[src/rtl/slotcfg_pkg.sv]
package slotcfg_pkg;
  localparam int WORD_W     = 16;
  localparam int WIN_BYTES  = 14;
  localparam int SEL_W      = 3;

  localparam logic [7:0] A_HANDSHAKE   = 8'h0D;
  localparam logic [7:0] A_WIN_BASE    = 8'h40;
  localparam logic [7:0] A_REQUEST     = 8'h47;
  localparam logic [7:0] A_RESULT_BASE = 8'hA0;

  // byte positions inside the staging window
  localparam int IX_SRC    = 0;
  localparam int IX_CTL    = 1;
  localparam int IX_DIG    = 2;
  localparam int IX_AVG    = 3;
  localparam int IX_INSEL  = 4;
  localparam int IX_DELAY  = 5;
  localparam int IX_ENABLE = 6;
  localparam int IX_REQ    = 7;
  localparam int IX_GAP    = 8;
  localparam int IX_LTH_L  = 9;
  localparam int IX_LTH_H  = 10;
  localparam int IX_HTH_L  = 11;
  localparam int IX_HTH_H  = 12;
  localparam int IX_IRQ    = 13;

  typedef struct packed {
    logic [3:0] settle;
    logic [2:0] avg_cnt;
    logic       fast_avg;
    logic [1:0] decim;
    logic [1:0] cal_sel;
    logic [1:0] interval;
    logic [7:0] in_sel;
    logic [7:0] src_id;
  } slot_param_t;

  localparam int PARAM_W = $bits(slot_param_t);
endpackage

[src/rtl/slotcfg_stage.sv]
module slotcfg_stage
  import slotcfg_pkg::*;
(
  input  logic                   clk,
  input  logic                   rst_n,
  input  logic                   wr_en_i,
  input  logic [7:0]             addr_i,
  input  logic [7:0]             wdata_i,
  input  logic                   done_i,
  output slot_param_t            param_o,
  output logic [WORD_W-1:0]      low_thr_o,
  output logic [WORD_W-1:0]      high_thr_o,
  output logic                   meas_en_o,
  output logic                   hi_irq_o,
  output logic                   lo_irq_o,
  output logic [SEL_W-1:0]       sel_o,
  output logic                   hs_o,
  output logic                   req_o,
  output logic                   en_o,
  output logic [WIN_BYTES*8-1:0] win_flat_o
);
  logic [WIN_BYTES*8-1:0] win_flat;
  logic [7:0]             win_off;
  logic                   wr_win;
  logic                   hs_q;
  logic                   req_q;

  assign win_off = addr_i - A_WIN_BASE;
  assign wr_win  = wr_en_i && (addr_i >= A_WIN_BASE) &&
                   (addr_i < A_WIN_BASE + 8'(WIN_BYTES));

  generate
    for (genvar i = 0; i < WIN_BYTES; i++) begin : g_byte
      if (i == IX_REQ) begin : g_req
        assign win_flat[i*8 +: 8] = {req_q, 7'b0};
      end else if (i == IX_GAP) begin : g_gap
        assign win_flat[i*8 +: 8] = 8'h00;
      end else begin : g_reg
        logic [7:0] byte_q;
        always_ff @(posedge clk or negedge rst_n) begin
          if (!rst_n) begin
            byte_q <= 8'h00;
          end else if (wr_win && (win_off == 8'(i))) begin
            byte_q <= wdata_i;
          end
        end
        assign win_flat[i*8 +: 8] = byte_q;
      end
    end
  endgenerate

  assign en_o = win_flat[IX_ENABLE*8 + 7];

  // handshake flag: set by software, cleared by a finished commit
  always_ff @(posedge clk or negedge rst_n) begin
    if (!rst_n) begin
      hs_q <= 1'b0;
    end else begin
      if (done_i) hs_q <= 1'b0;
      if (wr_en_i && (addr_i == A_HANDSHAKE) && wdata_i[0]) hs_q <= 1'b1;
    end
  end

  // request bit: latched only while the enable bit is set
  always_ff @(posedge clk or negedge rst_n) begin
    if (!rst_n) begin
      req_q <= 1'b0;
    end else begin
      if (done_i) req_q <= 1'b0;
      if (wr_en_i && (addr_i == A_REQUEST) && wdata_i[7] && en_o) req_q <= 1'b1;
    end
  end

  always_comb begin
    param_o.src_id   = win_flat[IX_SRC*8 +: 8];
    param_o.in_sel   = win_flat[IX_INSEL*8 +: 8];
    param_o.interval = win_flat[IX_CTL*8 + 2 +: 2];
    param_o.cal_sel  = win_flat[IX_DIG*8 + 4 +: 2];
    param_o.decim    = win_flat[IX_DIG*8 + 2 +: 2];
    param_o.fast_avg = win_flat[IX_AVG*8 + 7];
    param_o.avg_cnt  = win_flat[IX_AVG*8 +: 3];
    param_o.settle   = win_flat[IX_DELAY*8 +: 4];
  end

  assign sel_o      = win_flat[IX_CTL*8 + 5 +: SEL_W];
  assign low_thr_o  = {win_flat[IX_LTH_H*8 +: 8], win_flat[IX_LTH_L*8 +: 8]};
  assign high_thr_o = {win_flat[IX_HTH_H*8 +: 8], win_flat[IX_HTH_L*8 +: 8]};
  assign meas_en_o  = win_flat[IX_IRQ*8 + 7];
  assign hi_irq_o   = win_flat[IX_IRQ*8 + 1];
  assign lo_irq_o   = win_flat[IX_IRQ*8 + 0];
  assign hs_o       = hs_q;
  assign req_o      = req_q;
  assign win_flat_o = win_flat;
endmodule

[src/rtl/slotcfg_ctrl.sv]
module slotcfg_ctrl #(
  parameter int LAT = 4
) (
  input  logic clk,
  input  logic rst_n,
  input  logic hs_i,
  input  logic req_i,
  output logic done_o
);
  localparam int CW = (LAT > 2) ? $clog2(LAT - 1) : 1;

  logic          busy_q;
  logic [CW-1:0] cnt_q;

  always_ff @(posedge clk or negedge rst_n) begin
    if (!rst_n) begin
      busy_q <= 1'b0;
      cnt_q  <= '0;
    end else if (!busy_q) begin
      if (hs_i && req_i) begin
        busy_q <= 1'b1;
        cnt_q  <= CW'(LAT - 2);
      end
    end else if (cnt_q == '0) begin
      busy_q <= 1'b0;
    end else begin
      cnt_q <= cnt_q - 1'b1;
    end
  end

  assign done_o = busy_q && (cnt_q == '0);
endmodule

[src/rtl/slotcfg_bank.sv]
module slotcfg_bank
  import slotcfg_pkg::*;
#(
  parameter int NSLOT = 8
) (
  input  logic                      clk,
  input  logic                      rst_n,
  input  logic                      done_i,
  input  logic [SEL_W-1:0]          sel_i,
  input  slot_param_t               param_i,
  input  logic [WORD_W-1:0]         low_thr_i,
  input  logic [WORD_W-1:0]         high_thr_i,
  input  logic                      meas_en_i,
  input  logic                      hi_irq_i,
  input  logic                      lo_irq_i,
  output logic [NSLOT*PARAM_W-1:0]  param_o,
  output logic [NSLOT*WORD_W-1:0]   low_thr_o,
  output logic [NSLOT*WORD_W-1:0]   high_thr_o,
  output logic [NSLOT-1:0]          meas_en_o,
  output logic [NSLOT-1:0]          hi_irq_o,
  output logic [NSLOT-1:0]          lo_irq_o
);
  generate
    for (genvar s = 0; s < NSLOT; s++) begin : g_slot
      logic              load;
      slot_param_t       par_q;
      logic [WORD_W-1:0] lo_q;
      logic [WORD_W-1:0] hi_q;
      logic              me_q;
      logic              hie_q;
      logic              loe_q;

      assign load = done_i && (sel_i == SEL_W'(s));

      always_ff @(posedge clk or negedge rst_n) begin
        if (!rst_n) begin
          par_q <= '0;
          lo_q  <= '0;
          hi_q  <= '0;
          me_q  <= 1'b0;
          hie_q <= 1'b0;
          loe_q <= 1'b0;
        end else if (load) begin
          par_q <= param_i;
          lo_q  <= low_thr_i;
          hi_q  <= high_thr_i;
          me_q  <= meas_en_i;
          hie_q <= hi_irq_i;
          loe_q <= lo_irq_i;
        end
      end

      assign param_o[s*PARAM_W +: PARAM_W] = par_q;
      assign low_thr_o[s*WORD_W +: WORD_W]  = lo_q;
      assign high_thr_o[s*WORD_W +: WORD_W] = hi_q;
      assign meas_en_o[s] = me_q;
      assign hi_irq_o[s]  = hie_q;
      assign lo_irq_o[s]  = loe_q;
    end
  endgenerate
endmodule

[src/rtl/slotcfg_rdmux.sv]
module slotcfg_rdmux
  import slotcfg_pkg::*;
#(
  parameter int NSLOT = 8
) (
  input  logic                    clk,
  input  logic                    rst_n,
  input  logic                    rd_en_i,
  input  logic [7:0]              addr_i,
  input  logic                    hs_i,
  input  logic [WIN_BYTES*8-1:0]  win_flat_i,
  input  logic [NSLOT*WORD_W-1:0] result_i,
  output logic [7:0]              rdata_o
);
  localparam int RES_BYTES = NSLOT * (WORD_W / 8);

  logic [7:0] off_w;
  logic [7:0] off_r;
  logic [7:0] nxt;

  always_comb begin
    off_w = addr_i - A_WIN_BASE;
    off_r = addr_i - A_RESULT_BASE;
    nxt   = 8'h00;
    if (addr_i == A_HANDSHAKE) begin
      nxt = {7'b0, hs_i};
    end else if ((addr_i >= A_WIN_BASE) && ({1'b0, off_w} < 9'(WIN_BYTES))) begin
      nxt = win_flat_i[int'(off_w)*8 +: 8];
    end else if ((addr_i >= A_RESULT_BASE) && ({1'b0, off_r} < 9'(RES_BYTES))) begin
      nxt = result_i[int'(off_r)*8 +: 8];
    end
  end

  always_ff @(posedge clk or negedge rst_n) begin
    if (!rst_n) begin
      rdata_o <= 8'h00;
    end else if (rd_en_i) begin
      rdata_o <= nxt;
    end
  end
endmodule

[src/rtl/slotcfg_commit.sv]
module slotcfg_commit
  import slotcfg_pkg::*;
#(
  parameter int NSLOT      = 8,
  parameter int COMMIT_LAT = 4
) (
  input  logic                     clk,
  input  logic                     rst_n,
  input  logic [7:0]               bus_addr_i,
  input  logic [7:0]               bus_wdata_i,
  input  logic                     bus_wr_i,
  input  logic                     bus_rd_i,
  output logic [7:0]               bus_rdata_o,
  input  logic [NSLOT*WORD_W-1:0]  result_i,
  output logic [NSLOT*PARAM_W-1:0] slot_param_o,
  output logic [NSLOT*WORD_W-1:0]  slot_low_thr_o,
  output logic [NSLOT*WORD_W-1:0]  slot_high_thr_o,
  output logic [NSLOT-1:0]         slot_meas_en_o,
  output logic [NSLOT-1:0]         slot_hi_irq_en_o,
  output logic [NSLOT-1:0]         slot_lo_irq_en_o
);
  slot_param_t            stg_param;
  logic [WORD_W-1:0]      stg_low;
  logic [WORD_W-1:0]      stg_high;
  logic                   stg_meas;
  logic                   stg_hie;
  logic                   stg_loe;
  logic [SEL_W-1:0]       stg_sel;
  logic                   hs_q;
  logic                   req_q;
  logic                   en_bit;
  logic                   done;
  logic [WIN_BYTES*8-1:0] win_flat;

  slotcfg_stage u_stage (
    .clk        (clk),
    .rst_n      (rst_n),
    .wr_en_i    (bus_wr_i),
    .addr_i     (bus_addr_i),
    .wdata_i    (bus_wdata_i),
    .done_i     (done),
    .param_o    (stg_param),
    .low_thr_o  (stg_low),
    .high_thr_o (stg_high),
    .meas_en_o  (stg_meas),
    .hi_irq_o   (stg_hie),
    .lo_irq_o   (stg_loe),
    .sel_o      (stg_sel),
    .hs_o       (hs_q),
    .req_o      (req_q),
    .en_o       (en_bit),
    .win_flat_o (win_flat)
  );

  slotcfg_ctrl #(.LAT(COMMIT_LAT)) u_ctrl (
    .clk    (clk),
    .rst_n  (rst_n),
    .hs_i   (hs_q),
    .req_i  (req_q),
    .done_o (done)
  );

  slotcfg_bank #(.NSLOT(NSLOT)) u_bank (
    .clk        (clk),
    .rst_n      (rst_n),
    .done_i     (done),
    .sel_i      (stg_sel),
    .param_i    (stg_param),
    .low_thr_i  (stg_low),
    .high_thr_i (stg_high),
    .meas_en_i  (stg_meas),
    .hi_irq_i   (stg_hie),
    .lo_irq_i   (stg_loe),
    .param_o    (slot_param_o),
    .low_thr_o  (slot_low_thr_o),
    .high_thr_o (slot_high_thr_o),
    .meas_en_o  (slot_meas_en_o),
    .hi_irq_o   (slot_hi_irq_en_o),
    .lo_irq_o   (slot_lo_irq_en_o)
  );

  slotcfg_rdmux #(.NSLOT(NSLOT)) u_rdmux (
    .clk        (clk),
    .rst_n      (rst_n),
    .rd_en_i    (bus_rd_i),
    .addr_i     (bus_addr_i),
    .hs_i       (hs_q),
    .win_flat_i (win_flat),
    .result_i   (result_i),
    .rdata_o    (bus_rdata_o)
  );
endmodule

[config.mk]
export PLATFORM = sky130hd
export DESIGN_NAME = slotcfg_commit
export DESIGN_NICKNAME = d
export VERILOG_FILES = /design/src/rtl/slotcfg_pkg.sv /design/src/rtl/slotcfg_stage.sv /design/src/rtl/slotcfg_ctrl.sv /design/src/rtl/slotcfg_bank.sv /design/src/rtl/slotcfg_rdmux.sv /design/src/rtl/slotcfg_commit.sv
export SDC_FILE = /design/constraint.sdc
export NUM_CORES = 1
export LEC_CHECK = 0
export ABC_AREA = 0
export BUFFER_PORTS_ARGS = -buffer_cell sky130_fd_sc_hd__buf_2
export CAP_MARGIN = 20
export CORE_AREA = 2 2 266 268
export DETAILED_ROUTE_END_ITERATION = 12
export DIE_AREA = 0 0 268 270
export PLACE_DENSITY_LB_ADDON = 0.2
export SLEW_MARGIN = 20
export SYNTH_ARGS = -nofsm -noshare
export SYNTH_HDL_FRONTEND = slang
export SYNTH_HIERARCHICAL = 1
export SYNTH_SLANG_ARGS = --single-unit
[constraint.sdc]
create_clock -name clk -period 5.8 [get_ports clk]
set_input_delay 0.58 -clock clk [delete_from_list [all_inputs] [get_ports clk]]
set_output_delay 0.58 -clock clk [all_outputs]
set_load 0.01 [all_outputs]
==> implementation parameters, run 1 <==
Parameter                              Value

Timing
  Normalized max-slew margin    30.48%
  Endpoints failing setup    0
  Aggregate negative setup slack    0 ns
  Number of hold-slack violations in the final timing report    0
  Transition time at the pin with the least slew margin    1.043 ns
  Setup WS post-layout    2.768 ns
  Max Fclk    329.8 MHz
  Final-report max-slew violation count    0
  Minimum clock period after layout    3.032 ns
  Unrepaired setup endpoints after global routing    false
  Final setup skew    0.02367 ns
  Final period utilization    52.28%

Logic synthesis
  Number of different library cells in the post-synthesis netlist    62
  Largest area contributor in the synthesized netlist    sky130_fd_sc_hd__dfrtp_1
  Top cells by area, synth    sky130_fd_sc_hd__dfrtp_1 58%, sky130_fd_sc_hd__mux2_2 19%, sky130_fd_sc_hd__mux2_4 8.7%, sky130_fd_sc_hd__mux4_2 3.6%, sky130_fd_sc_hd__buf_4 3.6%
  Cell area after synthesis    0.02727 mm²
  Yosys reg bits    629
  Part of the Yosys area used for sequential elements    57.72%
  Ys flop type    sky130_fd_sc_hd__dfrtp_1
  Number of enable-type register cells in the synthesized netlist    0
  Yosys warnings    6
  Synth Instances    1,670
  Average size of a mapped cell    16.33 µm²
  Post-synthesis async set-or-reset flop share    100.0%
  Synth top area share    57.72%

Status
  Outcome    complete, no violations

Layout
  Top library cells by usage in the layout, fill and taps aside    673 x sky130_fd_sc_hd__buf_2, 629 x sky130_fd_sc_hd__dfrtp_1, 457 x sky130_fd_sc_hd__mux2_2, 158 x sky130_fd_sc_hd__mux2_4, 73 x sky130_fd_sc_hd__clkbuf_16
  Share of post-route cells with drive strength above 1    64.34%
  Post-route non-filler standard cell count    3,257
  Nets    2,404
  Final Util    47.42%
  Area delta synth->final    20.95%
  Leading cell type in the layout, fill and taps excluded    sky130_fd_sc_hd__buf_2

Worst hold path
  Worst min-delay path category    input port to register

Routing
  Number of DRC violations after detailed routing    0
  Detailed-routing iteration count for the pre-antenna-repair pass    5
  Number of vias per cell after detailed routing    5.126
  Routed via count    16,700
  Final routed wire length divided by cell count    26.11 µm
  Starting DRC count in detailed routing    957
  Antenna-violating nets left    0
  Overall routed net length    85,050 µm

Clocking
  Number of sinks driven by the clock tree    629
  Number of H-tree branching levels    3
  Number of buffers inserted during clock tree synthesis    71
  Buffers inserted by post-CTS timing repair    0
  Skew-Pair Late Insertion Delay    0.62 ns
  Post-cts repair resize count    0
  Clock-pin slew reported for the worst setup and hold paths after clock tree synthesis    0.06 ns
  Root buffer selected by CTS    sky130_fd_sc_hd__clkbuf_16
  Count of hold buffers inserted by post-cts repair    1
  Maximum count of clock buffers along a single path    3
  Clock tree from TritonCTS    done

Run
  Max-cap violation count    0

Worst setup path
  Delay-heaviest family, CP    simple AND/OR/NAND/NOR gates
  Critical Path Sink Type    register
  Buffering stage count on the worst path with inverters included    2
  CP Max Fanout    37
  Crit path launch type    register
  Worst-path cell chain    inv_1, ha_1, and2_4, and4bb_4, buf_4, mux2_2
  Data arrival time of the worst path    3.53 ns
  Master of the slowest instance on the critical path    sky130_fd_sc_hd__and4bb_4
  Crit path required time    6.29 ns
  Critical path's largest stage delay    0.96 ns
  Worst setup path category    register to register

Floorplanning
  Die area    0.07236 mm²
  Horizontal die dimension    268 µm
  Starting Density    39.21%
  Core box area    0.06954 mm²
  Die Y    270 µm
  IO Count    676
  Site row count    97

GRT
  First-pass GRT wire length    124,300 µm
  Pin count of the biggest net entering global routing    144
  GR Overflow Total    0
  Number of antenna violations at the first check in global routing    14
  All-layer global routing usage    23.42%
  Via count of the first global-routing pass    17,440

Placement
  Total half-perimeter wirelength after legalization and detailed placement    60,040 µm
  Placed insts    3,120
  Minimum setup slack after placement    2.646 ns
  Total of buffers placed on input and output ports    675
  RePlAce Congestion    0.9302

Power and ir drop
  Worst voltage drop across the vdd grid    0.0001973 V
  Leakage power total    18.10 nW
  Pwr per Cell Area    287.1 mW/mm²
==> sequential cells by signal, summed over array words and instances (netlist names) <==
signal	count
u_stage/hs_o	1
u_ctrl/cnt_q	2
u_stage/g_byte.g_reg.byte_q	96
u_bank/g_slot.lo_q	128
u_bank/g_slot.me_q	8
u_bank/g_slot.loe_q	8
u_ctrl/busy_q	1
u_bank/g_slot.hie_q	8
u_stage/req_o	1
u_rdmux/rdata_o	8
u_bank/g_slot.hi_q	128
u_bank/param_o	240
==> synth_stat cells (all sizes together) (7+ instances only) <==
cell type	n
nand3	10
inv	9
dfrtp	629
buf	186
mux2i	25
a21oi	11
nor3	7
clkbuf	14
mux2	635
nor2	7
mux4	45
==> cells by family after synthesis <==
| kind of cell | Yosys count | synth area share (%) |
|---|---|---|
| flops | 629 | 57.72 |
| fa+ha+maj | 2 | 0.09176 |
| compound gates | 52 | 1.450 |
| other cells | 1 | 0.01375 |
| buf+inv | 210 | 5.745 |
| mux | 705 | 33.05 |
| simple gates | 71 | 1.927 |
==> through the flow <==
step	cell area, µm²	power (mW)	hold WS, ns
detailed placement	30570	4.983	0.4691
global placement	30570	4.975	0.4567
CTS	32970	9.603	0.3016
floorplan	27320	4.750	0.2844
global route	32970	9.818	0.3490
finish	32980	9.468	0.3510
==> metal layers <==
layer,GRT usage [%],wire (µm),up-vias
li1,-,-,7150
met1,30.64,35230,8764
met2,38.06,41170,611
met3,5.580,5872,156
met4,8.056,2663,16
met5,0,103,-
==> worst min-delay path, stage by stage <==
cell and delay, ns:
sky130_fd_sc_hd__buf_2 0.15, sky130_fd_sc_hd__or4_1 0.13, sky130_fd_sc_hd__o22ai_1 0.05
==> final timing paths <==
kind | start | end | slack (ns) | cells after the start
worst min-delay path | bus_addr_i[4] | u_stage/hs_o | 0.35 | 3
worst max register to register | u_ctrl/cnt_q[0] | u_bank/g_slot[1].loe_q | 2.77 | 6
worst max-delay path | u_ctrl/cnt_q[0] | u_bank/g_slot[1].loe_q | 2.77 | 6
worst min register to register | u_bank/g_slot[0].lo_q[10] | u_bank/g_slot[0].lo_q[10] | 0.48 | 1
min in group asynchronous | rst_n | u_bank/param_o[94] | 0.54 | 2
max in group asynchronous | rst_n | u_bank/param_o[18] | 3.74 | 3
==> power by group <==
part           total (mW)  leakage [nW]  internal (mW)  switching [mW]
Combinational       0.362          8.14          0.151           0.211
Clock                4.57          1.19           2.71            1.86
Sequential           4.53          8.77           4.42           0.109
Total                9.47          18.1           7.29            2.18
==> final cells by class <==
cell class / instances / area (µm²)
diodes: 6 / 15.01
multi-input cells: 845 / 10030
clock inverters: 29 / 330.3
fillers: 6109 / 36560
well taps: 940 / 1176
inverters: 10 / 37.54
repair buffers: 697 / 3596
flip-flops and latches: 629 / 15740
clock buffers: 101 / 2052
No activity file was read; power rests on OpenSTA's default activity.
==> run 2: changes to the inputs <==
Clock period 5.8 ns to 2.87 ns, I/O delays scaled along.
==> run 2 against run 1 <==
Against the previous run:
- combinational power rose by 120%
- sequential share of layout area is 0.75 points lower
- die area is the same
- non-clock buffer count up 45
- critical endpoint is now u_rdmux/rdata_o[0]
==> implementation parameters, run 2 (synthesis results as in run 1) <==
Parameter                              Value

Worst setup path
  Crit path launch type    register
  Worst setup path category    register to register
  Launch point of the worst reg-to-reg path    u_stage/g_byte[13].g_reg.byte_q[0]
  Data arrival time of the worst path    2.97 ns (-0.56 ns)
  Crit path required time    3.40 ns (-2.89 ns)
  Minimum setup slack among reg-to-reg paths    0.43 ns (-2.34 ns)
  Worst Reg-to-Reg Cells    6 (unchanged)
  Critical Path Sink Type    register
  Reg-to-reg endpoint    u_rdmux/rdata_o[0]
  CP Max Fanout    10 (-73%)

Clocking
  Clock-pin slew reported for the worst setup and hold paths after clock tree synthesis    0.06 ns (about the same)
  Count of hold buffers inserted by post-cts repair    1 (unchanged)
  Number of H-tree branching levels    3 (unchanged)
  Number of buffers inserted during clock tree synthesis    72 (+1.4%)
  Buffers inserted by post-CTS timing repair    0 (unchanged)
  Skew-Pair Late Insertion Delay    0.60 ns (-0.02 ns)
  Clock tree from TritonCTS    done
  Number of sinks driven by the clock tree    629 (unchanged)
  Maximum count of clock buffers along a single path    3 (unchanged)
  Root buffer selected by CTS    sky130_fd_sc_hd__clkbuf_16
  Post-cts repair resize count    0 (unchanged)

Routing
  Number of vias per cell after detailed routing    5.112 (-0.28%)
  Number of DRC violations after detailed routing    0 (unchanged)
  Antenna-violating nets left    0 (unchanged)
  Routed via count    16,850 (+0.94%)
  Final routed wire length divided by cell count    26.16 µm (+0.20%)
  Detailed-routing iteration count for the pre-antenna-repair pass    6 (+1)
  Overall routed net length    86,260 µm (+1.4%)
  Starting DRC count in detailed routing    848 (-11%)

Timing
  Max Fclk    409.1 MHz (+24%)
  Endpoints failing setup    0 (unchanged)
  Unrepaired setup endpoints after global routing    false
  Transition time at the pin with the least slew margin    0.9322 ns (-0.1106 ns)
  Minimum clock period after layout    2.444 ns (-0.5883 ns)
  Normalized max-slew margin    36.24% (+5.8 points)
  Aggregate negative setup slack    0 ns (unchanged)
  Final-report max-slew violation count    0 (unchanged)
  Final setup skew    0.02149 ns (-0.002177 ns)
  Number of hold-slack violations in the final timing report    0 (unchanged)
  Final period utilization    85.16% (+33 points)

Worst hold path
  Hold path cells    3 (unchanged)
  Hold Path Origin    bus_wr_i
  Worst hold endpoint    u_stage/req_o
  Worst min-delay path category    input port to register

Floorplanning
  Starting Density    39.21% (unchanged)
  Die area    0.07236 mm² (unchanged)
  Horizontal die dimension    268 µm (unchanged)
  Site row count    97 (unchanged)
  Die Y    270 µm (unchanged)
  Core box area    0.06954 mm² (unchanged)
  IO Count    676 (unchanged)

Layout
  Fill cell instance count of the final layout    6,109 (unchanged)
  Post-route cell area    0.03351 mm² (+1.6%)
  Top library cells by usage in the layout, fill and taps aside    673 x sky130_fd_sc_hd__buf_2, 629 x sky130_fd_sc_hd__dfrtp_1, 457 x sky130_fd_sc_hd__mux2_2, 158 x sky130_fd_sc_hd__mux2_4, 74 x sky130_fd_sc_hd__clkbuf_16
  Area delta synth->final    22.88%
  Max FFs per register    240 (unchanged)
  Leading cell type in the layout, fill and taps excluded    sky130_fd_sc_hd__buf_2
  Share of post-route cells with drive strength above 1    64.80% (+0.45 points)
  Nets    2,450 (+1.9%)

Power and ir drop
  Leakage power total    18.36 nW (+1.4%)
  Pwr per Cell Area    567.0 mW/mm² (+98%)
  Power after layout    19.00 mW (+100%)
  Worst voltage drop across the vdd grid    0.0003451 V (+75%)

Placement
  Total half-perimeter wirelength after legalization and detailed placement    61,650 µm (+2.7%)
  RePlAce Congestion    0.9380 (+0.84%)
  Post-Place Cell Area    0.03115 mm² (+1.9%)
  Total of buffers placed on input and output ports    675 (unchanged)

GRT
  Number of antenna violations at the first check in global routing    13 (-1)
  First-pass GRT wire length    125,600 µm (+1.0%)
  Pin count of the biggest net entering global routing    82 (-43%)
  GR Overflow Total    0 (unchanged)
  All-layer global routing usage    23.60% (+0.18 points)
  Via count of the first global-routing pass    17,780 (+1.9%)

Status
  Outcome    complete, no violations

Run
  Max-cap violation count    0 (unchanged)
==> run 2: layer usage <==
metal | share of wire [%] | vias up | GRT usage [%]
met5 | 0.063 | - | 0
met4 | 2.7 | 8 | 7.748
met3 | 6.0 | 122 | 5.252
met2 | 49 | 570 | 38.52
met1 | 43 | 8929 | 31.12
li1 | - | 7225 | -
==> run 2: where the power goes <==
group          total [mW]  leakage [nW]  internal, mW  switching [mW]
logic               0.781          8.45         0.337           0.445
clock network        9.06          1.14          5.35            3.71
registers            9.16          8.77          8.94           0.220
total                19.0          18.4          14.6            4.37
==> run 2: how the worst max path moves through the flow <==
stage,to,cells past startpoint,startpoint
after floorplan,u_stage/g_byte[1].g_reg.byte_q[0],5,bus_addr_i[7]
after global placement,u_rdmux/rdata_o[0],7,bus_addr_i[1]
after detailed placement,u_rdmux/rdata_o[0],7,bus_addr_i[1]
after CTS,u_rdmux/rdata_o[0],6,u_stage/g_byte[13].g_reg.byte_q[0]
after global routing,u_rdmux/rdata_o[0],6,u_stage/g_byte[13].g_reg.byte_q[0]
final,u_rdmux/rdata_o[0],6,u_stage/g_byte[13].g_reg.byte_q[0]
==> run 2: cell type report <==
type | count | area [µm²] | area share, %
Antenna cell | 5 | 12.51 | 0.03734
Inverter | 10 | 37.54 | 0.1120
Clock buffer | 106 | 2092 | 6.243
Tap cell | 940 | 1176 | 3.510
Timing Repair Buffer | 742 | 4172 | 12.45
Clock inverter | 20 | 244.0 | 0.7282
Multi-Input combinational cell | 845 | 10030 | 29.94
Sequential cell | 629 | 15740 | 46.98
==> run 2: through the flow <==
stage               hold WS [ns]  worst slack, ns  util, %  instances
floorplan              -0.008591           0.8545        -       1684
global placement          0.2689           0.2460    44.79       3165
detailed placement        0.2756           0.3380    44.79       3165
CTS                      0.03427           0.3687    48.16       3292
global route             0.07288           0.1934    48.17       3294
finish                   0.08974           0.4258    48.18       3297
==> run 2: critical path: stages (launching register included) <==
cell,delay (ns)
sky130_fd_sc_hd__dfrtp_1,0.68
sky130_fd_sc_hd__mux2_2,0.33
sky130_fd_sc_hd__nand3_1,0.09
sky130_fd_sc_hd__a2111oi_0,0.87
sky130_fd_sc_hd__buf_4,0.24
sky130_fd_sc_hd__nor2_1,0.05
sky130_fd_sc_hd__a31oi_1,0.11
==> run 3: changes to the inputs <==
Settings changed: CORE_AREA 2 2 266 268 to 2 2 264 266, DIE_AREA 0 0 268 270 to 0 0 266 268.
==> run 3 against run 2 <==
Against the previous run:
- cell area fell by 0.50%
- sequential share of layout area rose by 0.24 points
- largest power group is now clock
- register-to-register slack improved by 0.20 ns
- first-iteration DRC count fell by 9.3%
- maximum frequency rose by 8.9%
- utilization rose by 0.68 points
- critical path depth did not move
- critical path type unchanged
- wire length fell by 0.96%
==> implementation parameters, run 3 (synthesis results as in run 1) <==
Parameter                              Value

Status
  Outcome    complete, no violations

GRT
  Via count of the first global-routing pass    17,740 (-0.21%)
  Pin count of the biggest net entering global routing    104 (+27%)
  GR Overflow Total    0 (unchanged)
  Number of antenna violations at the first check in global routing    15 (+2)
  All-layer global routing usage    23.62% (+0.025 points)
  First-pass GRT wire length    123,700 µm (-1.5%)

Floorplanning
  Die Y    268 µm (-0.74%)
  Site row count    96 (-1.0%)
  Die area    0.07129 mm² (-1.5%)
  Core box area    0.06823 mm² (-1.9%)
  Starting Density    39.97% (+0.76 points)
  Horizontal die dimension    266 µm (-0.75%)
  IO Count    676 (unchanged)

Power and ir drop
  Power share of the clock group    48.8% (+1.1 points)
  Pwr per Cell Area    579.9 mW/mm² (+2.3%)
  Combinational cell fraction of total power    3.9% (-0.2 points)
  Internal power of the cells    15.01 mW (+2.6%)
  Leakage power total    18.32 nW (-0.20%)
  Power after layout    19.33 mW (+1.8%)
  Worst voltage drop across the vdd grid    0.0005201 V (+51%)
  Sequential cell fraction of total power    47.3% (-0.9 points)
  Power dissipated by switching net loads    4.328 mW (-0.95%)
  Switching share of total power    22.39% (-0.61 points)

Clocking
  Root buffer selected by CTS    sky130_fd_sc_hd__clkbuf_16
  Clock-pin slew reported for the worst setup and hold paths after clock tree synthesis    0.07 ns (about the same)
  Clock tree from TritonCTS    done
  Number of buffers inserted during clock tree synthesis    73 (+1.4%)
  Maximum count of clock buffers along a single path    3 (unchanged)
  Skew-Pair Late Insertion Delay    0.60 ns (about the same)
  Post-cts repair resize count    0 (unchanged)
  Number of sinks driven by the clock tree    629 (unchanged)
  Number of H-tree branching levels    3 (unchanged)

Worst setup path
  Critical path's largest stage delay    0.44 ns (-0.43 ns)
  Master of the slowest instance on the critical path    sky130_fd_sc_hd__and4bb_4
  Worst-path cell chain    inv_1, ha_1, and2_4, and4bb_4, buf_12, mux2_2
  Critical Path Sink Type    register
  Crit path required time    3.36 ns (-0.04 ns)
  CP Max Fanout    32 (+22)
  Crit path launch type    register
  Data arrival time of the worst path    2.73 ns (-0.24 ns)
  Worst setup path category    register to register

Run
  Max-cap violation count    0 (unchanged)

Timing
  Final period utilization    78.19% (-7.0 points)
  Aggregate negative setup slack    0 ns (unchanged)
  Minimum clock period after layout    2.244 ns (-0.2002 ns)
  Endpoints failing setup    0 (unchanged)
  Transition time at the pin with the least slew margin    0.8726 ns (-0.05968 ns)
  Final-report max-slew violation count    0 (unchanged)
  Unrepaired setup endpoints after global routing    false
  Max Fclk    445.6 MHz (+8.9%)
  Number of hold-slack violations in the final timing report    0 (unchanged)
  Normalized max-slew margin    40.33% (+4.1 points)
  Final setup skew    0.02992 ns (+0.008425 ns)

Layout
  Post-route non-filler standard cell count    3,223 (-2.2%)
  Top library cells by usage in the layout, fill and taps aside    673 x sky130_fd_sc_hd__buf_2, 629 x sky130_fd_sc_hd__dfrtp_1, 457 x sky130_fd_sc_hd__mux2_2, 158 x sky130_fd_sc_hd__mux2_4, 74 x sky130_fd_sc_hd__clkbuf_16
  Nets    2,433 (-0.69%)
  Final Util    48.86% (+0.68 points)
  Max FFs per register    240 (unchanged)
  Post-route cell area    0.03334 mm² (-0.50%)
  Area delta synth->final    22.26%
  Leading cell type in the layout, fill and taps excluded    sky130_fd_sc_hd__buf_2
  Share of post-route cells with drive strength above 1    64.74% (about the same)

Routing
  Number of vias per cell after detailed routing    5.196 (+1.7%)
  Number of DRC violations after detailed routing    0 (unchanged)
  Starting DRC count in detailed routing    769 (-9.3%)
  Routed via count    16,750 (-0.63%)
  Final routed wire length divided by cell count    26.51 µm (+1.3%)
  Antenna-violating nets left    0 (unchanged)
  Overall routed net length    85,440 µm (-0.96%)
  Detailed-routing iteration count for the pre-antenna-repair pass    6 (unchanged)

Placement
  Total half-perimeter wirelength after legalization and detailed placement    60,320 µm (-2.2%)
  Total of buffers placed on input and output ports    675 (unchanged)
  RePlAce Congestion    0.8082 (-14%)
  Post-Place Cell Area    0.03088 mm² (-0.87%)
  Placed insts    3,089 (-2.4%)

Worst hold path
  Worst min-delay path category    input port to register
run 3: critical path, delay by kind of cell (launching register included):
family                   cells  cell delay (ns)
adder cells (fa/ha/maj)      1             0.17
flip-flops                   1             0.40
multiplexers                 1             0.38
buffers and inverters        2             0.40
AND/OR/NAND/NOR              2             0.68
run 3: repair_timing:
item	in CTS	in global routing
endpoints found under the hold margin	41	0
setup endpoints to repair	0	0
setup buffers	0	0
hold buffers	1	0
run 3: area by class of cell:
class	instances	area, µm²
Multi-Input combinational cell	845	10030
Antenna cell	4	10.01
Tap cell	882	1104
Inverter	10	37.54
Fill cell	6008	34890
Clock inverter	21	280.3
Clock buffer	108	2160
Timing Repair Buffer	724	3974
Sequential cell	629	15740
run 3: power by group through the flow:
stage | combinational (mW) | clock (mW) | sequential (mW)
finish | 0.755 | 9.43 | 9.15
global route | 0.830 | 10.1 | 9.16
CTS | 0.768 | 9.70 | 9.16
detailed placement | 0.765 | 0 | 9.32
global placement | 0.752 | 0 | 9.31
floorplan | 0.404 | 0 | 9.20
run 3: final timing paths:
| kind | endpoint | slack (ns) | cells past startpoint | from |
|---|---|---|---|---|
| max reg2reg | u_bank/g_slot[1].loe_q | 0.63 | 6 | u_ctrl/cnt_q[0] |
| min in group asynchronous | u_bank/param_o[220] | 0.19 | 2 | rst_n |
| min reg2reg | u_bank/param_o[12] | 0.48 | 1 | u_bank/param_o[12] |
| max in group asynchronous | u_bank/param_o[81] | 1.66 | 3 | rst_n |
| max | u_bank/g_slot[1].loe_q | 0.63 | 6 | u_ctrl/cnt_q[0] |
| min | u_stage/hs_o | 0.06 | 3 | bus_addr_i[4] |
run 3: routing by layer:
metal	track usage, %	vias up	routed length [µm]
li1	-	7181	-
met5	0	-	106
met1	30.60	8847	35970
met3	6.543	162	5448
met4	8.336	18	2970
met2	38.20	540	40940
run 3: stage by stage:
stage / hold WS, ns / worst slack [ns]
floorplan: -0.008591 / 0.8545
global route: 0.04057 / 0.3938
global placement: 0.2451 / 0.2867
detailed placement: 0.2517 / 0.3472
CTS: 0.01290 / 0.5590
finish: 0.05854 / 0.6261
